==> src/rtl/flash_guard.sv <==
module flash_guard (
  input  logic       clk,
  input  logic       rst_n,
  input  logic       par_mode,
  input  logic       wr_en,
  input  logic [7:0] wr_data,
  input  logic       erase,
  input  logic       rd_req,
  input  logic       pg_req,
  output logic [7:0] prot_byte,
  output logic       prot_active,
  output logic       rd_grant,
  output logic       rd_deny,
  output logic       pg_grant,
  output logic       pg_deny
);

  logic [7:0] byte_q;
  logic [7:0] wmask;
  logic       refuse;

  assign wmask       = {wr_data[7:6], par_mode ? 2'b11 : wr_data[5:4], 4'hF};
  assign prot_active = (byte_q[5:4] != 2'b00) && (byte_q[7:6] != 2'b11);
  assign refuse      = par_mode && prot_active;
  assign prot_byte   = byte_q;

  always_ff @(posedge clk) begin
    if (!rst_n || erase)
      byte_q <= 8'hFF;
    else if (wr_en)
      byte_q <= byte_q & wmask;
  end

  always_ff @(posedge clk) begin
    if (!rst_n) begin
      rd_grant <= 1'b0;
      rd_deny  <= 1'b0;
      pg_grant <= 1'b0;
      pg_deny  <= 1'b0;
    end else begin
      rd_grant <= rd_req && !refuse;
      rd_deny  <= rd_req && refuse;
      pg_grant <= pg_req && !refuse;
      pg_deny  <= pg_req && refuse;
    end
  end


  low_bits_chk: assert property (@(posedge clk) disable iff (!rst_n)
    $past(rst_n) |-> byte_q[3:0] == 4'hF);


  clear_only_chk: assert property (@(posedge clk) disable iff (!rst_n)
    ($past(rst_n) && !$past(erase)) |-> (byte_q & ~$past(byte_q)) == 8'h00);


  field_frozen_chk: assert property (@(posedge clk) disable iff (!rst_n)
    ($past(rst_n) && $past(par_mode) && !$past(erase)) |-> byte_q[5:4] == $past(byte_q[5:4]));


  erase_wins_chk: assert property (@(posedge clk) disable iff (!rst_n)
    erase |=> byte_q == 8'hFF);


  rd_refuse_chk: assert property (@(posedge clk) disable iff (!rst_n)
    (rd_req && par_mode && prot_active) |=> (rd_deny && !rd_grant));


  pg_refuse_chk: assert property (@(posedge clk) disable iff (!rst_n)
    (pg_req && par_mode && prot_active) |=> (pg_deny && !pg_grant));


  rd_one_pulse_chk: assert property (@(posedge clk) disable iff (!rst_n)
    rd_req |=> $countones({rd_grant, rd_deny}) == 1);


  no_spurious_chk: assert property (@(posedge clk) disable iff (!rst_n)
    (!rd_req && !pg_req) |=> !(rd_grant || rd_deny || pg_grant || pg_deny));


  pg_exclusive_chk: assert property (@(posedge clk) disable iff (!rst_n)
    !(pg_grant && pg_deny));

endmodule

==> config.mk <==
export PLATFORM = sky130hd
export DESIGN_NAME = flash_guard
export DESIGN_NICKNAME = d
export VERILOG_FILES = /design/src/rtl/flash_guard.sv
export SDC_FILE = /design/constraint.sdc
export NUM_CORES = 1
export LEC_CHECK = 0
export BUFFER_PORTS_ARGS = -buffer_cell sky130_fd_sc_hd__buf_2
export CAP_MARGIN = 20
export CORE_AREA = 5 5 42 44
export CTS_CLUSTER_SIZE = 28
export DETAILED_ROUTE_END_ITERATION = 10
export DIE_AREA = 0 0 47 49
export PLACE_DENSITY = 0.61
export SKIP_CTS_REPAIR_TIMING = 1
export SLEW_MARGIN = 10
export SYNTH_ARGS = -nofsm -noshare
export SYNTH_HDL_FRONTEND = slang
export SYNTH_SLANG_ARGS = --single-unit
==> constraint.sdc <==
create_clock -name clk -period 0.8 [get_ports clk]
set_input_delay 0.16 -clock clk [delete_from_list [all_inputs] [get_ports clk]]
set_output_delay 0.16 -clock clk [all_outputs]
set_load 0.005 [all_outputs]
Word-level counts from Yosys, hierarchy flattened:

Index checks and enable logic that the tools add are counted.

* output and inout port bits: 13
* word-level logic and storage cells: 18
* bits of input ports: 15
* register bits after elaboration: 12

* muxes and demuxes: 1
* reductions and logical operators: 10
* equality and inequality tests: 1
* bitwise operators: 1

Operators by type and width (number)
* $and 8x8->8: 1
* $logic_and 1x1->1: 6
* $logic_not 1->1: 2
* $mux 2: 1
* $ne 2x2->1 const B: 1
* $reduce_bool 2->1: 1
* $logic_or 1x1->1: 1

Logic depth before layout (Yosys ltp):

* depth in word-level cells: 5
* depth in mapped cells: 2
* mapped depth without buffers: 2

Worst setup path after synthesis:

OpenSTA, ideal clock, no wires.

* path kind: register to register
* start point: reg byte_q[4], in the netlist prot_byte[4]
* end point: reg pg_deny
* path slack: -0.024 ns
* arrival time: 0.763 ns
* clock period less this slack: 0.824 ns
* cell stages (with the launch flop): 3
* required time: 0.739 ns
* setup time: 0.061 ns
* buffers on the path: 0
* cells stage by stage: dfxtp_1 a2bb2oi_2 and4_1

* word-level cells in the longest chain between the ends: 4

RTL lines
* start: declaration: RTL line 18 `logic [7:0] byte_q;`
* start signal: assignment: RTL line 31 `byte_q <= byte_q & wmask;`
* $reduce_bool 2->1: RTL line 23 `assign prot_active = (byte_q[5:4] != 2'b00) && (byte_q[7:6] != 2'b11);`
* $logic_and 1x1->1: RTL line 23
* via prot_active: RTL line 11 `output logic prot_active,`
* $logic_and 1x1->1: RTL line 24 `assign refuse = par_mode && prot_active;`
* $logic_and 1x1->1: RTL line 44 `pg_deny <= pg_req && refuse;`
* end signal: assignment: RTL line 44
* end: declaration: RTL line 15 `output logic pg_deny`

The timed path passes the listed nets, and every way through them passes these cells.
A chain may end at the register's enable or synchronous reset.

Final worst setup path:

* start point: reg byte_q[5], in the netlist prot_byte[5]
* end point: out prot_active

* word-level cells in the longest chain between the ends: 2

RTL lines (RTL line)
* $reduce_bool 2->1: 23
* $logic_and 1x1->1: 23
* end: declaration: 11

No other way between the ends.

==> flow_summary.ini <==
[synthesis]
syn_area_per_cell_sq_um = 9.48
synth_top_family_by_area = simple AND/OR/NAND/NOR gates
synth_xor_area_share_pct = 0
synthSimpleGateAreaFrac_pct = 18.8
synth-seq-area-share_pct = 51.2
ys_types = 11
syn_inst = 33
yosysTopAreaCell = dfxtp_1
syn_area_sq_um = 313
synth_top_area_share_pct = 51.2
synth_fa_ha_area_share_pct = 0
yosysWarnings = 0
synthMuxAreaShare_pct = 0
synth.area.top_cells = dfxtp_1, buf_4, o21ai_0, nor2b_1, and4_1
ys_seq_elements = 8
synth_compound_area_share_pct = 14.4

[power_and_ir_drop]
seqPwrFrac_pct = 50.6
p_int_uw = 652
ir_drop_mv = 0.611
combPwrFrac_pct = 13.5
switching_share_pct = 21.8
powerDensity_nw_per_um2 = 1590
p_leak_uw = 0.000276
p_clk_share_pct = 35.9
p_switching_uw = 181
total_power_uw = 833

[drt]
drt_iter0_markers = 4
drc = 0
vias = 295
vias_per_cell = 3.88
antenna_left = 0
drt_wl_total_microns = 738
post_drt_wl_per_cell_microns = 9.71
dr.pass1.iters = 4

[worst_setup_path]
worstPathMaxFanout = 5
crit_type = reg2out
required_ps = 640
crit_arrival_ps = 910
startpoint_type = flop
endpoint_kind = primary output

[grt]
grt_pass1_wl_mm = 1.14
grt_max_degree = 7
grt_usage_pct = 7.19
gr-total-overflow = 0
grt_pass1_vias = 270
grt_antenna_before_repair = 0

[final_layout]
final_common_cell = buf_2
most-common-layout-cells = buf_2, buf_6
drive_gt1_share_pct = 56.7
synthToLayoutAreaGrowth_pct = 67.2
finalInstanceArea_sq_um = 523
final_util_pct = 37.3
final_nets = 77
num_antenna_cells = 0

[timing]
fmax_mhz = 938
holdWs_ps = 146
post-route-period-util_pct = 133
hold_viol_final = 0
rsz0062_at_grt = true
finalMaxSlewViolations = 0
setup_slack_ps = -266
finalWorstPathRequiredPeriod_ps = 1070
fin_skew_ps = 0.319
setup_viol = 10

[run_status]
outcome = complete, but fails checks
violations = setup timing

[placement]
placed_area_sq_um = 449
pre_cts_ws_ps = -29.4
portBuffers = 19
gp_congestion = 0.667

[run]
max-cap-violations = 0

[cts]
insertion_delay_ps = 240
tritoncts = built
cts_buffer_depth = 2
path_clk_slew_ps = 50
root_buffer = clkbuf_4
cts_buffers = 3
clkSinkCount = 8
htree_levels = 1

[floorplanning]
io_pins = 28
core-area_sq_um = 1400
die_area_sq_um = 2300
die_height_microns = 49
die_x_microns = 47
initial_core_util_pct = 22.3
rows = 14

[min_path]
hold_class = in2reg
## state kept, by name, indices dropped and copies added (netlist names)
register,cells
prot_byte,4
pg_deny,1
pg_grant,1
rd_deny,1
rd_grant,1
## through the flow
stage / instances / TNS [ps]
final: 76 / -969
after CTS: 75 / -1090
after global routing: 76 / -1400
after global placement: 72 / -33.7
after floorplan: 36 / 0
after detailed placement: 72 / -29.4
## path summary, 6_finish.rpt
check / start / to / slack, ps / cells after the start
worst min register to register: prot_byte[7]$_SDFFE_PP1P_ / prot_byte[7]$_SDFFE_PP1P_ / 600 / 3
worst max-delay path: prot_byte[5]$_SDFFE_PP1P_ / prot_active / -270 / 2
worst max register to register: prot_byte[5]$_SDFFE_PP1P_ / rd_grant$_SDFF_PN0_ / 0 / 3
worst min-delay path: pg_req / pg_grant$_SDFF_PN0_ / 150 / 3
## layer usage
layer  part of all wire, %  GRT usage, %  up-vias
li1                      -             -      154
met1                    38          8.39      124
met2                    49          9.28       15
met3                    11          4.06        2
met4                   1.8          5.53        0
met5                     0             0        -
## worst max-delay path: stages, from the launching register on
cell and delay [ps]:
dfxtp_2 350, a2bb2oi_4 170, buf_2 130
## power groups by stage
stage	Combinational [uW]	Sequential, uW	Clock, uW
after global routing	126	423	339
after CTS	95.3	418	308
after detailed placement	94.9	426	0
after floorplan	43.5	429	0
after global placement	94.6	426	0
final	113	421	299
## logic make-up after synthesis
logic type	count (synthesis)
AOI/OAI and AO/OA	7
DFF	8
and+or+nand+nor	9
other	1
buffers and inverters	8
## synth_stat cells
master	n
conb_1	1
inv_1	4
nor3b_1	2
o21ai_0	4
a2bb2oi_2	1
nand2_1	2
nor2b_1	3
a21oi_1	2
dfxtp_1	8
buf_4	4
and4_1	2
## cell type report
| type | count | area, sq um |
|---|---|---|
| multi-input combinational | 20 | 134 |
| tap | 16 | 20.0 |
| sequential | 8 | 165 |
| timing repair buffer | 25 | 166 |
| fill | 165 | 878 |
| inverter | 4 | 15.0 |
| clock buffer | 3 | 22.5 |
Power figures use the tool's default switching activity.
